==> config.mk <==
export PLATFORM = sky130hd
export DESIGN_NAME = ts_alloc_top
export DESIGN_NICKNAME = d
export VERILOG_FILES = /design/src/rtl/tsa_pkg.sv /design/src/rtl/tsa_clock.sv /design/src/rtl/tsa_lane.sv /design/src/rtl/tsa_gather.sv /design/src/rtl/ts_alloc_top.sv
export SDC_FILE = /design/constraint.sdc
export NUM_CORES = 1
export LEC_CHECK = 0
export ABC_AREA = 1
export BUFFER_PORTS_ARGS = -buffer_cell sky130_fd_sc_hd__buf_2
export CAP_MARGIN = 20
export CORE_ASPECT_RATIO = 0.8
export CORE_MARGIN = 2
export CORE_UTILIZATION = 45
export DETAILED_ROUTE_END_ITERATION = 8
export SLEW_MARGIN = 40
export SYNTH_ARGS = -nofsm -noshare
export SYNTH_HDL_FRONTEND = slang
export SYNTH_SLANG_ARGS = --single-unit
export TNS_END_PERCENT = 50
==> constraint.sdc <==
create_clock -name clk -period 16.9 [get_ports clk]
set_clock_uncertainty 0.2 [all_clocks]
set_input_delay 3.38 -clock clk [delete_from_list [all_inputs] [get_ports clk]]
set_output_delay 3.38 -clock clk [all_outputs]
set_load 0.03 [all_outputs]
==> src/rtl/tsa_pkg.sv <==
package tsa_pkg;

    // Status of one output lane relative to the current time.
    typedef enum logic [0:0] {
        LANE_IDLE   = 1'b0,   // nothing scheduled after the current cycle
        LANE_QUEUED = 1'b1    // last granted departure lies ahead of now
    } lane_state_e;

endpackage

==> src/rtl/tsa_clock.sv <==
module tsa_clock #(
    parameter int TSW = 6
) (
    input  logic           clk,
    input  logic           rst,
    output logic [TSW-1:0] now
);

    always_ff @(posedge clk) begin
        if (rst) now <= '0;
        else     now <= now + TSW'(1);
    end

    AST_NOW_STEP: assert property (@(posedge clk) disable iff (rst)
        !$past(rst) |-> now == $past(now) + TSW'(1));

endmodule

==> src/rtl/tsa_lane.sv <==
module tsa_lane
    import tsa_pkg::*;
#(
    parameter int NPORT = 5,
    parameter int TSW   = 6,
    parameter int DW    = 3,
    parameter int LANE  = 0
) (
    input  logic                   clk,
    input  logic                   rst,
    input  logic [TSW-1:0]         now,
    input  logic [NPORT-1:0]       req_valid,
    input  logic [NPORT*DW-1:0]    req_dest,
    input  logic                   cancel_valid,
    input  logic [DW-1:0]          cancel_dest,
    input  logic [TSW-1:0]         cancel_ts,
    output logic [NPORT-1:0]       lane_ok,
    output logic [NPORT*TSW-1:0]   lane_ts
);

    localparam int OW      = TSW + 2;
    localparam int HORIZON = (1 << (TSW - 1)) - 1;

    logic [NPORT-1:0]  hit;
    logic [TSW-1:0]    last_q;
    logic [TSW-1:0]    last_d;
    logic [TSW-1:0]    gap;
    logic [TSW-1:0]    eff_last;
    logic [TSW-1:0]    eff_gap;
    lane_state_e       state;
    lane_state_e       eff_state;
    logic              rollback;
    logic [OW-1:0]     base_off;
    logic [OW-1:0]     cnt;
    logic [OW-1:0]     off_v;

    // Requests aimed at this lane.
    genvar gi;
    generate
        for (gi = 0; gi < NPORT; gi++) begin : g_hit
            assign hit[gi] = req_valid[gi] && (req_dest[gi*DW +: DW] == DW'(LANE));
        end
    endgenerate

    // Lane status and cancel rollback.
    always_comb begin
        gap      = last_q - now;
        state    = (gap != '0 && !gap[TSW-1]) ? LANE_QUEUED : LANE_IDLE;
        rollback = cancel_valid && (cancel_dest == DW'(LANE)) &&
                   (cancel_ts == last_q) && (state == LANE_QUEUED);
        eff_last = rollback ? last_q - TSW'(1) : last_q;
        eff_gap  = eff_last - now;
        eff_state = (eff_gap != '0 && !eff_gap[TSW-1]) ? LANE_QUEUED : LANE_IDLE;
    end

    // Grant computation in input-index order.
    always_comb begin
        unique case (eff_state)
            LANE_IDLE:   base_off = OW'(1);
            LANE_QUEUED: base_off = OW'(eff_gap) + OW'(1);
            default:     base_off = OW'(1);
        endcase
        cnt     = '0;
        off_v   = '0;
        lane_ok = '0;
        lane_ts = '0;
        for (int i = 0; i < NPORT; i++) begin
            off_v = base_off + cnt;
            if (hit[i] && off_v <= OW'(HORIZON)) begin
                lane_ok[i]             = 1'b1;
                lane_ts[i*TSW +: TSW]  = now + off_v[TSW-1:0];
                cnt                    = cnt + OW'(1);
            end
        end
    end

    // Next value of the last-assigned counter.
    always_comb begin
        if (cnt != '0) begin
            last_d = now + base_off[TSW-1:0] + cnt[TSW-1:0] - TSW'(1);
        end else begin
            unique case (eff_state)
                LANE_QUEUED: last_d = eff_last;
                LANE_IDLE:   last_d = now;
                default:     last_d = now;
            endcase
        end
    end

    always_ff @(posedge clk) begin
        if (rst) last_q <= '0;
        else     last_q <= last_d;
    end

    // Stored value stays within one cycle behind to HORIZON ahead of now.
    AST_LAST_WINDOW: assert property (@(posedge clk) disable iff (rst)
        (gap <= TSW'(HORIZON)) || (gap == '1));

    AST_GRANT_NEEDS_HIT: assert property (@(posedge clk) disable iff (rst)
        (lane_ok & ~hit) == '0);

    AST_ROLLBACK_STEP: assert property (@(posedge clk) disable iff (rst)
        (rollback && hit == '0) |=> last_q == $past(last_q) - TSW'(1));

    AST_NO_GRANT_KEEPS: assert property (@(posedge clk) disable iff (rst)
        (hit == '0 && !rollback && state == LANE_QUEUED) |=> $stable(last_q));

endmodule

==> src/rtl/tsa_gather.sv <==
module tsa_gather #(
    parameter int NPORT = 5,
    parameter int TSW   = 6,
    parameter int DW    = 3
) (
    input  logic [NPORT*DW-1:0]         req_dest,
    input  logic [NPORT*NPORT-1:0]      ok_all,
    input  logic [NPORT*NPORT*TSW-1:0]  ts_all,
    output logic [NPORT-1:0]            gnt_valid,
    output logic [NPORT*TSW-1:0]        gnt_ts
);

    always_comb begin
        gnt_valid = '0;
        gnt_ts    = '0;
        for (int i = 0; i < NPORT; i++) begin
            for (int o = 0; o < NPORT; o++) begin
                if (req_dest[i*DW +: DW] == DW'(o) && ok_all[o*NPORT + i]) begin
                    gnt_valid[i]          = 1'b1;
                    gnt_ts[i*TSW +: TSW]  = ts_all[(o*NPORT + i)*TSW +: TSW];
                end
            end
        end
    end

endmodule

==> src/rtl/ts_alloc_top.sv <==
module ts_alloc_top #(
    parameter int NPORT = 5,
    parameter int TSW   = 6,
    parameter int DW    = 3
) (
    input  logic                  clk,
    input  logic                  rst,
    input  logic [NPORT-1:0]      req_valid,
    input  logic [NPORT*DW-1:0]   req_dest,
    input  logic                  cancel_valid,
    input  logic [DW-1:0]         cancel_dest,
    input  logic [TSW-1:0]        cancel_ts,
    output logic [NPORT-1:0]      gnt_valid,
    output logic [NPORT*TSW-1:0]  gnt_ts,
    output logic [TSW-1:0]        now_time
);

    localparam int HORIZON = (1 << (TSW - 1)) - 1;

    logic [NPORT*NPORT-1:0]     ok_all;
    logic [NPORT*NPORT*TSW-1:0] ts_all;

    tsa_clock #(.TSW(TSW)) i_clock (
        .clk (clk),
        .rst (rst),
        .now (now_time)
    );

    genvar go;
    generate
        for (go = 0; go < NPORT; go++) begin : g_lane
            tsa_lane #(
                .NPORT (NPORT),
                .TSW   (TSW),
                .DW    (DW),
                .LANE  (go)
            ) i_lane (
                .clk          (clk),
                .rst          (rst),
                .now          (now_time),
                .req_valid    (req_valid),
                .req_dest     (req_dest),
                .cancel_valid (cancel_valid),
                .cancel_dest  (cancel_dest),
                .cancel_ts    (cancel_ts),
                .lane_ok      (ok_all[go*NPORT +: NPORT]),
                .lane_ts      (ts_all[go*NPORT*TSW +: NPORT*TSW])
            );
        end
    endgenerate

    tsa_gather #(.NPORT(NPORT), .TSW(TSW), .DW(DW)) i_gather (
        .req_dest  (req_dest),
        .ok_all    (ok_all),
        .ts_all    (ts_all),
        .gnt_valid (gnt_valid),
        .gnt_ts    (gnt_ts)
    );

    genvar gp;
    generate
        for (gp = 0; gp < NPORT; gp++) begin : g_chk
            AST_TS_WINDOW: assert property (@(posedge clk) disable iff (rst)
                gnt_valid[gp] |-> ((gnt_ts[gp*TSW +: TSW] - now_time) != '0) &&
                                  ((gnt_ts[gp*TSW +: TSW] - now_time) <= TSW'(HORIZON)));
            AST_BAD_DEST: assert property (@(posedge clk) disable iff (rst)
                (req_dest[gp*DW +: DW] >= DW'(NPORT)) |-> !gnt_valid[gp]);
            AST_IDLE_ZERO: assert property (@(posedge clk) disable iff (rst)
                !gnt_valid[gp] |-> gnt_ts[gp*TSW +: TSW] == '0);
            AST_NO_REQ_NO_GNT: assert property (@(posedge clk) disable iff (rst)
                !req_valid[gp] |-> !gnt_valid[gp]);
        end
    endgenerate

endmodule

Word level (Yosys, flattened, before mapping)
Cells that the tools add are included.

cells by class
  add/subtract/negate cells = 96
  multiply operators = 0
  div/mod/pow operators = 0
  magnitude comparators = 25
  equal/unequal tests = 29
  shift-type cells = 0
  multiplexer cells = 155
  bitwise operators = 5
  reductions and logical operators = 131

operators by type and width
  kind                   count
  $mux W6                60
  $le A8 B5 Y1 const B   25
  $add A6 B6 Y6          30
  $mux W8                20
  $add A8 B1 Y8 const B  15
  $add A8 B8 Y8          15
  $logic_and A1 B1 Y1    100
  $pmux W8 S2            5
  $mux W1                65
  $pmux W6 S2            5
  $reduce_bool A6 Y1     10
  $sub A6 B1 Y6 const B  10
  $sub A6 B6 Y6          10
  $add A8 B1 Y8          5
  $reduce_bool A8 Y1     5
  $eq A3 B2 Y1 const B   12
  $add A6 B1 Y7 const B  5
  $eq A6 B6 Y1           5
  $eq A3 B1 Y1 const B   6
  $eq A3 B3 Y1 const B   6
  $logic_not A3 Y1       6
  $add A1 B1 Y2 const B  5
  $logic_not A1 Y1       10
  $add A6 B1 Y6 const B  1
  $not A1 Y1             5

storage, ports and cells
  flip-flop bits (word level) = 36
  latch bits = 0
  bits in writable memories = 0
  memory bits (read-only) = 0
  bits of input ports = 32
  output and inout bits = 41
  word-level logic and storage cells = 447
  memories = 0

Logic depth before layout (Yosys ltp)
Gate-level depths: netlist (run 1).

  depth after elaboration = 37
  mapped depth = 73
  gate-level depth less buffers = 73

Modules after synthesis
From an unflattened synthesis (run 1), not the netlist that was laid out.

unflattened totals
  cells, all modules = 3098
  area total of the unflattened synthesis = 19085.8 µm²

modules (own cells, without submodules)
  module                           times used  cells each  area each (µm²)  seq. area each (µm²)
  tsa_lane (g_lane[1].i_lane ...)  2           524         3388.2           120.1
  tsa_lane (g_lane[4].i_lane)      1           533         3477.1           120.1
  tsa_lane (g_lane[0].i_lane)      1           555         3443.3           120.1
  tsa_lane (g_lane[3].i_lane)      1           558         3413.3           120.1
  tsa_gather                       1           373         1732.9           0.0
  tsa_clock                        1           31          242.7            120.1

Least setup slack after synthesis (run 1)
No wires, ideal clock.

  kind = input to output
  start = input cancel_ts[0]
  end = output gnt_ts[29]
  arrival = 11530 ps
  data required time = 13320 ps
  setup slack = 1790 ps
  stages = 59
  buffers on the path = 2
  cells stage by stage = buf_2 xnor2_1 nand2_1 nor2_1 nand2_1 nor2_2 nand3_1 or2_2 nor2_1 xor2_1 inv_1 ha_1 nand2_1 inv_1 nand4_1 nand3_1 nand2_1 nand2_1 [23 not listed] nand3_2 nand3_4 nand2_1 nand2_1 inv_1 ha_1 inv_1 fa_1 xnor2_1 ha_1 a21oi_1 nand2_1 nand2_1 nand2_1 a21oi_1 xor2_1 a21oi_1 a21oi_1

between the ends
  word-level cells in the longest chain between the ends = 35
  elaborated cells between the ends (all ways) = 190
  classes of those cells = add/sub (50); order compare (25); eq/ne (5); mux (50); bitwise (5); reduce/logical (55)

RTL lines
  element                                                                line                RTL
  start: declaration                                                     ts_alloc_top.sv:12  input logic [TSW-1:0] cancel_ts,
  parallel branches: the longest is 34 deep, another holds $le A8 B5 Y1  --
  $mux W6 *                                                              tsa_gather.sv:18    if (req_dest[i*DW +: DW] == DW'(o) && ok_all[o*NPORT + i]) begin
  end: declaration                                                       ts_alloc_top.sv:14  output logic [NPORT*TSW-1:0] gnt_ts,

Every way passes the cells marked *. The select of a mux whose other input is x is not followed.

Worst setup path in the final report (run 1)
  start = input cancel_ts[1]
  end = output gnt_ts[29]

The elaborated chain is that of the path after synthesis.

==> results of run 1 <==
## worst max-delay path by stage
stage            endpoint  slack, ns  depth (start not counted)
5_1_grt        gnt_ts[29]      -0.06                         58
3_3_place_gp   gnt_ts[29]       0.22                         58
2_1_floorplan  gnt_ts[29]       1.79                         59
3_5_place_dp   gnt_ts[29]       0.12                         58
6_report       gnt_ts[29]       0.61                         58
4_1_cts        gnt_ts[29]       0.07                         58
## routing by layer
layer  global-route usage, %  wire, µm  vias up
met3                    4.94      4390       62
met2                    47.3     24700      547
li1                        -         -     8554
met4                    5.02      1030        0
met5                       0         0        -
met1                    42.2     27100     7993
## synthesized netlist by cell type, types with 3 or more instances
master / instances
nand2_1: 563
inv_1: 447
ha_1: 301
nor2_1: 207
a21oi_1: 150
xor2_1: 150
nand3_1: 135
o21ai_0: 88
xnor2_1: 71
nand4_1: 70
fa_1: 55
dfxtp_1: 36
nor3_1: 35
nand2_2: 22
nand3_2: 20
or2_2: 20
o22ai_1: 13
inv_2: 12
nor2_4: 12
o211ai_1: 11
o21bai_1: 11
a31oi_1: 10
nor2_2: 10
a21o_1: 7
buf_2: 7
nand3b_1: 7
o221ai_1: 7
nand3_4: 6
nor4_1: 6
o21a_1: 6
clkbuf_1: 5
clkinv_1: 5
o31ai_1: 5
nand2_4: 4
nand4_2: 4
a211oi_1: 3
a221oi_1: 3
nor3b_1: 3
or3_1: 3
## kinds of logic (layout without fill, tap and decap cells)
group                      Yosys count  in the layout  share of synthesized area, %
and+or+nand+nor                   1136           1136                          31.9
other                                2              9                        0.0453
adders and majority gates          356            356                          29.4
xor gates and xnor gates           224            224                          12.0
buffers and inverters              481            587                          11.2
DFF                                 36             36                          4.35
AOI/OAI and AO/OA                  326            326                          11.2
## critical path: cells and delay by family
kind                       cells  cell delay, ns
and+or+nand+nor               27            3.49
xor gates and xnor gates       4            0.97
adders and majority gates      8            2.20
AOI/OAI and AO/OA             11            1.77
buffers and inverters          8            0.90
## stage by stage
step                      setup TNS (ns)  setup slack, ns  area (µm²)
after global placement                 0            0.221       17600
after CTS                              0           0.0696       17800
final                                  0            0.613       18000
after global routing             -0.0629          -0.0629       18000
after detailed placement               0            0.123       17600
after floorplan                        0             1.79       16600
## layout make-up
type | count | area, µm² | area share (%)
multi-input cells | 2051 | 14100 | 78.2
clock inverters | 2 | 35.0 | 0.194
well taps | 480 | 601 | 3.33
repair buffers | 114 | 676 | 3.74
inverters | 465 | 1760 | 9.77
flip-flops and latches | 36 | 724 | 4.01
clock buffers | 6 | 129 | 0.714
## timing repair
action	4_1_cts	5_1_grt
setup buffers	0	20
hold buffers	0	0
hold endpoints to repair	0	0
gates resized for setup	0	27
endpoints found under the setup margin	0	7
## state kept, by name, summed over array words and instances (netlist names)
signal	cells
g_lane.i_lane.last_q	30
i_clock.now	6
==> run_results.csv, run 1 <==
group,metric,value,unit
setup_path,rr_worst_depth,65,
setup_path,crit_top_cell,"nand2_1",
min_path,holdPathEnd,"i_clock.now[5]",
setup_path,rr_endpoint,"g_lane[4].i_lane.last_q[5]",
synth,synth_edf_count,0,
synth,async_reset_ff_share,0,%
setup_path,cp-end-kind,"primary output",
synth,syn_area_per_cell,6.47,µm²
synth,yosysSeqAreaShare,4.35,%
floorplanning,die_h,176,µm
place,hpwl,47100,µm
synth,ys_types,59,
sta,tightest_slew,0.825,ns
synth,synth_area_leaders,"ha_1, nand2_1, inv_1",
synth,yosys_warnings,0,
synth,synthCells,2561,
clock_tree,clk_latency,0.29,ns
detailed_routing,drc,0,
final_layout,final_cell_mix,"nand2_1, inv_1, ha_1",
global_route,antenna_found_initial,0,
final_layout,final_cells,3154,
setup_path,crit_type,"primary input to primary output",
run,max_cap_violations,0,
clock_tree,root_buffer,"clkbuf_16",
setup_path,arrival,12.71,ns
floorplanning,die_w,218,µm
global_route,grt_max_degree,36,
global_route,overflow,0,
floorplanning,std_cell_rows,62,
synth,synth_top_area_share,22.7,%
clock_tree,cts.sink_count,36,
final_layout,final_core_util,50.0,%
setup_path,slowest_delay,0.41,ns
setup_path,path_max_fanout,8,
detailed_routing,finalWirelength,57200,µm
run_status,outcome,"completed",
min_path,min_path_cells,2,
place,gp_congestion,1.00,
detailed_routing,drt_iter0_drc,1537,
sta,slew_violations,0,
setup_path,crit_required,13.32,ns
final_layout,antenna_cells,0,
clock_tree,cts_tree,"built",
sta,fmax,61.4,MHz
setup_path,r2r-start,"i_clock.now[3]",
clock_tree,htree_levels,2,
sta,slew-limit-headroom,44.9,%
global_route,grt_use_total,29.6,%
final_layout,drive_above_1_share,9.99,%
min_path,hp-start,"i_clock.now[5]",
floorplanning,core,36100,µm²
synth,synth_seq_cells,36,
sta,hold_violations,0,
min_path,hp-class,"flop to flop",
sta,hold_slack,0.518,ns
floorplanning,boundaryPins,73,
final_layout,fillerInstances,3797,
final_layout,mostFrequentLayoutCell,"nand2_1",
detailed_routing,wl_per_cell,18.1,µm
detailed_routing,via_count,17200,
setup_path,cpMaxStageDelayCell,"fa_1",
setup_path,cp-start-kind,"primary input",
synth,synth_area_leader_cell,"ha_1",
synth,syn-cell-area,16600,µm²
floorplanning,start_util,45.9,%
sta,setup_violations,0,
place,portBuffers,72,
sta,period_needed,16.29,ns
detailed_routing,ant_nets,0,
clock_tree,clk_path_buf_depth,2,
setup_path,ff2ff_setup_slack,4.14,ns
global_route,grt_pass1_vias,16400,
final_layout,final_nets,3061,
detailed_routing,drtPass1Iterations,5,
sta,finalCritPeriodShare,96.4,%
clock_tree,clk_pin_slew_worst_paths,0.05,ns
place,dpl.cell_count,3126,
clock_tree,numCtsBuffers,5,
global_route,grt_pass1_wl,88500,µm
final_layout,area_growth,8.97,%
synth,synth_flop_cell,"dfxtp_1",
floorplanning,dieArea,38400,µm²
setup_path,cp-startpoint,"cancel_ts[1]",
detailed_routing,viasPerCell,5.44,
Power of run 1 is left out: the tool's default activity adds up to more than one toggle a clock period on the data nets, which glitch-free logic cannot reach.
==> inputs of run 2 (changes only) <==
==> constraint.sdc (replaced) <==
create_clock -name clk -period 15.4 [get_ports clk]
set_clock_uncertainty 0.2 [all_clocks]
set_input_delay 3.08 -clock clk [delete_from_list [all_inputs] [get_ports clk]]
set_output_delay 3.08 -clock clk [all_outputs]
set_load 0.01 [all_outputs]
==> run 2 against run 1 <==
Against the previous run:
- global-route usage up 0.27 points
- hold slack worse by 0.089 ns
- count of clock-buffer cells in the layout up 1
- via count up 2.0%
- non-clock buffer count up 50
- critical path type unchanged
==> run_results.csv, run 2 (synthesized netlist as in run 1, its figures left out) <==
group,metric,value,unit
run_status,outcome,"completed",
sta,tightest_slew,0.852,ns
clock_tree,cts.sink_count,36,
clock_tree,htree_levels,2,
detailed_routing,ant_nets,0,
detailed_routing,finalWirelength,58100,µm
sta,hold_violations,0,
setup_path,slowest_delay,0.39,ns
global_route,overflow,0,
final_layout,stdcell_area,18700,µm²
global_route,antenna_found_initial,1,
setup_path,crit_top_cell,"nand2_1",
global_route,grt_pass1_vias,16400,
sta,period_needed,14.91,ns
clock_tree,clk_latency,0.29,ns
final_layout,final_cell_mix,"nand2_1, inv_1, ha_1",
clock_tree,clk_pin_slew_worst_paths,0.05,ns
sta,fmax,67.1,MHz
detailed_routing,wl_per_cell,18.2,µm
clock_tree,clk_path_buf_depth,2,
detailed_routing,via_count,17500,
final_layout,fillerInstances,3653,
setup_path,crit_type,"primary input to primary output",
place,hpwl,47200,µm
sta,grt_setup_unrepaired,"true",
sta,slew_violations,0,
final_layout,drive_above_1_share,13.6,%
final_layout,final_nets,3111,
clock_tree,numCtsBuffers,5,
place,gp_congestion,0.993,
final_layout,area_growth,13.1,%
final_layout,antenna_cells,0,
setup_path,crit_required,12.12,ns
detailed_routing,drt_iter0_drc,1387,
setup_path,cp-start-kind,"primary input",
clock_tree,cts_hold_buf,0,
min_path,hp-class,"flop to flop",
global_route,busiest_layer,"met2",
sta,setup_violations,0,
detailed_routing,drtPass1Iterations,8,
detailed_routing,drc,0,
global_route,grt_use_met2,47.6,%
floorplanning,start_util,45.9,%
final_layout,top_register,"g_lane.i_lane.last_q",
floorplanning,die_w,218,µm
floorplanning,boundaryPins,73,
detailed_routing,viasPerCell,5.46,
setup_path,cpMaxStageDelayCell,"fa_1",
sta,tns,0,ns
run,max_cap_violations,0,
setup_path,cp-end-kind,"primary output",
setup_path,path_max_fanout,9,
setup_path,arrival,11.63,ns
final_layout,largest_reg_flops,30,
sta,finalCritPeriodShare,96.8,%
global_route,met3_usage,4.29,%
sta,slew-limit-headroom,42.6,%
floorplanning,core,36100,µm²
final_layout,final_cells,3203,
floorplanning,dieArea,38400,µm²
final_layout,mostFrequentLayoutCell,"nand2_1",
final_layout,top_regs,"g_lane.i_lane.last_q (30), i_clock.now (6)",
place,dpl.cell_count,3158,
global_route,grt_pass1_wl,89600,µm
clock_tree,root_buffer,"clkbuf_16",
floorplanning,die_h,176,µm
global_route,grt_use_total,29.9,%
floorplanning,std_cell_rows,62,
place,portBuffers,72,
global_route,grt_max_degree,36,
sta,hold_slack,0.429,ns
clock_tree,cts_tree,"built",
place,dpl_cell_area,17900,µm²
global_route,use_met1,43.1,%
[run 2: worst paths after layout]
| kind | from | endpoint | slack, ns | depth (start not counted) |
|---|---|---|---|---|
| worst max-delay path | cancel_ts[0] | gnt_ts[24] | 0.49 | 59 |
| worst min-delay path | i_clock.now[4] | i_clock.now[4] | 0.43 | 2 |
| worst max register to register | i_clock.now[2] | g_lane[3].i_lane.last_q[5] | 3.75 | 68 |
| worst min register to register | i_clock.now[4] | i_clock.now[4] | 0.43 | 2 |
[run 2: critical path: cells and delay by family]
kind / cells / cell delay, ns
AO/OA/AOI/OAI: 6 / 1.01
XOR/XNOR: 1 / 0.09
adder cells (fa/ha/maj): 7 / 1.94
buffers and inverters: 13 / 1.32
AND/OR/NAND/NOR: 32 / 4.16
[run 2: metal layers]
layer	part of all wire (%)	wire, µm
met2	44	25400
met5	0	0
met1	47	27200
met3	7.5	4380
met4	2.0	1140
[run 2: per-stage QoR]
stage                     setup slack, ns  utilization [%]
after floorplan                      1.17                -
after global placement              0.131             49.5
after detailed placement          -0.0203             49.5
after CTS                          0.0459             50.0
after global routing               -0.120             51.9
final                               0.488             51.9
[run 2: area by class of cell]
| class | instances | area (µm²) | area share, % |
|---|---|---|---|
| multi-input combinational | 2051 | 14400 | 77.1 |
| tap | 480 | 601 | 3.21 |
| clock buffer | 7 | 153 | 0.815 |
| inverter | 465 | 1760 | 9.39 |
| sequential | 36 | 726 | 3.87 |
| timing repair buffer | 164 | 1060 | 5.64 |
[run 2: what timing repair did]
item,CTS,global route
pin swaps,0,42
gates resized for setup,1,97
endpoints found under the setup margin,1,7
setup buffers,0,38
Power of run 2 is left out for the same reason.
==> inputs of run 3 (changes only) <==
- CTS_BUF_LIST: unset -> sky130_fd_sc_hd__clkbuf_16
- HOLD_SLACK_MARGIN: unset -> 0.02
- clock period: 15.4 -> 14.3 ns (I/O delays scaled with it)
==> run 3 against run 2 <==
Against the previous run:
- utilization is 3.9 points higher
- hold slack improved by 0.19 ns
- register-to-register slack lost 0.50 ns
- wire length increased by 3.7%
- cell area up 7.6%
- via count up 1.3%
- flip-flop and latch count unchanged
- worst setup slack worse by 0.24 ns
- critical endpoint is now gnt_ts[29]
- highest routed layer unchanged
==> run_results.csv, run 3 (synthesized netlist as in run 1, its figures left out) <==
group,metric,value,unit
run_status,outcome,"completed",
sta,tightest_slew,0.917,ns
sta,finalCritPeriodShare,98.3,%
sta,slew-limit-headroom,38.8,%
setup_path,path_max_fanout,5,
setup_path,cpMaxStageDelayCell,"ha_1",
sta,period_needed,14.06,ns
setup_path,rr_worst_depth,67,
clock_tree,cts_tree,"built",
setup_path,slowest_delay,0.29,ns
clock_tree,cts.sink_count,36,
detailed_routing,wl_per_cell,18.2,µm
place,portBuffers,72,
floorplanning,start_util,45.9,%
floorplanning,die_w,218,µm
global_route,grt_max_degree,36,
setup_path,r2r-start,"i_clock.now[4]",
min_path,holdPathEnd,"g_lane[0].i_lane.last_q[2]",
final_layout,mostFrequentLayoutCell,"nand2_1",
sta,setup_violations,0,
setup_path,crit_top_cell,"a21oi_2",
floorplanning,std_cell_rows,62,
setup_path,crit_type,"primary input to primary output",
final_layout,top_regs,"g_lane.i_lane.last_q (30), i_clock.now (6)",
final_layout,final_cell_mix,"nand2_1, inv_1, ha_1",
detailed_routing,drtPass1Iterations,6,
setup_path,cp-end-kind,"primary output",
detailed_routing,drc,0,
floorplanning,die_h,176,µm
min_path,hp-class,"flop to flop",
global_route,grt_use_total,30.4,%
final_layout,regArea,724,µm²
floorplanning,boundaryPins,73,
clock_tree,clk_path_buf_depth,2,
floorplanning,dieArea,38400,µm²
min_path,min_path_cells,4,
clock_tree,clk_pin_slew_worst_paths,0.06,ns
detailed_routing,finalWirelength,60300,µm
sta,hold_violations,0,
place,hpwl,48400,µm
final_layout,antenna_cells,0,
clock_tree,htree_levels,2,
setup_path,rr_endpoint,"g_lane[3].i_lane.last_q[5]",
final_layout,top_register,"g_lane.i_lane.last_q",
setup_path,crit_required,11.24,ns
final_layout,multi_input_comb_area,15000,µm²
final_layout,final_nets,3216,
final_layout,drive_above_1_share,21.0,%
run,max_cap_violations,0,
place,gp_congestion,0.982,
final_layout,area_growth,21.7,%
min_path,hp-start,"i_clock.now[2]",
detailed_routing,viasPerCell,5.36,
final_layout,largest_reg_flops,30,
global_route,grt_pass1_wl,90600,µm
floorplanning,core,36100,µm²
detailed_routing,ant_nets,0,
detailed_routing,drt_iter0_drc,1370,
clock_tree,numCtsBuffers,5,
setup_path,arrival,11.00,ns
detailed_routing,via_count,17700,
setup_path,ff2ff_setup_slack,3.25,ns
clock_tree,root_buffer,"clkbuf_16",
global_route,overflow,0,
setup_path,cp-start-kind,"primary input",
global_route,grt_pass1_vias,16700,
final_layout,fillerInstances,3613,
sta,grt_setup_unrepaired,"true",
sta,tns,0,ns
global_route,antenna_found_initial,0,
clock_tree,clk_latency,0.29,ns
sta,slew_violations,0,
sta,fmax,71.1,MHz
==> run 3: how the worst max path moves through the flow <==
stage / start / end / slack (ns) / cells after the start
6_report: cancel_dest[2] / gnt_ts[29] / 0.24 / 60
5_1_grt: cancel_ts[4] / gnt_ts[29] / -0.16 / 57
4_1_cts: cancel_ts[0] / gnt_ts[29] / 0.008 / 57
3_5_place_dp: cancel_ts[1] / gnt_ts[29] / -0.54 / 59
3_3_place_gp: cancel_ts[1] / gnt_ts[29] / -0.49 / 59
2_1_floorplan: i_clock.now[1] / gnt_ts[28] / 0.35 / 53
==> run 3: per-layer routing <==
metal / global-route usage (%) / vias up / routed length, µm
met2: 49.8 / 509 / 26900
met1: 43.3 / 8287 / 28200
li1: - / 8863 / -
met3: 3.77 / 75 / 3920
met4: 4.73 / 0 / 1220
met5: 0 / - / 0
==> run 3: per-stage QoR <==
stage	util [%]	setup slack (ns)	cell area [µm²]	cells	hold slack, ns
2_1_floorplan	-	0.350	16600	2568	0.502
3_3_place_gp	51.2	-0.493	18500	3236	0.592
3_5_place_dp	51.2	-0.540	18500	3236	0.590
4_1_cts	52.1	0.00796	18800	3251	0.605
5_1_grt	55.9	-0.164	20200	3309	0.695
6_report	55.9	0.244	20200	3309	0.617
==> run 3: critical path: cells and delay by family <==
kind / cells / cell delay [ns]
AO/OA/AOI/OAI: 11 / 1.62
adder cells (fa/ha/maj): 6 / 1.44
AND/OR/NAND/NOR: 29 / 3.09
buffers and inverters: 10 / 1.12
XOR/XNOR: 4 / 0.82
==> run 3: final cells by class <==
class	instances	area share, %
Clock inverter	3	0.192
Tap cell	480	2.98
Multi-Input combinational cell	2051	74.6
Inverter	465	8.74
Timing Repair Buffer	269	9.27
Sequential cell	36	3.59
Clock buffer	5	0.621
==> run 3: what timing repair did <==
item,4_1_cts,5_1_grt
buffers inserted,7,59
hold buffers,0,0
hold endpoints to repair,0,0
pin swaps,8,115
endpoints found under the setup margin,7,8
gates resized for setup,28,215
Power of run 3 is left out for the same reason.
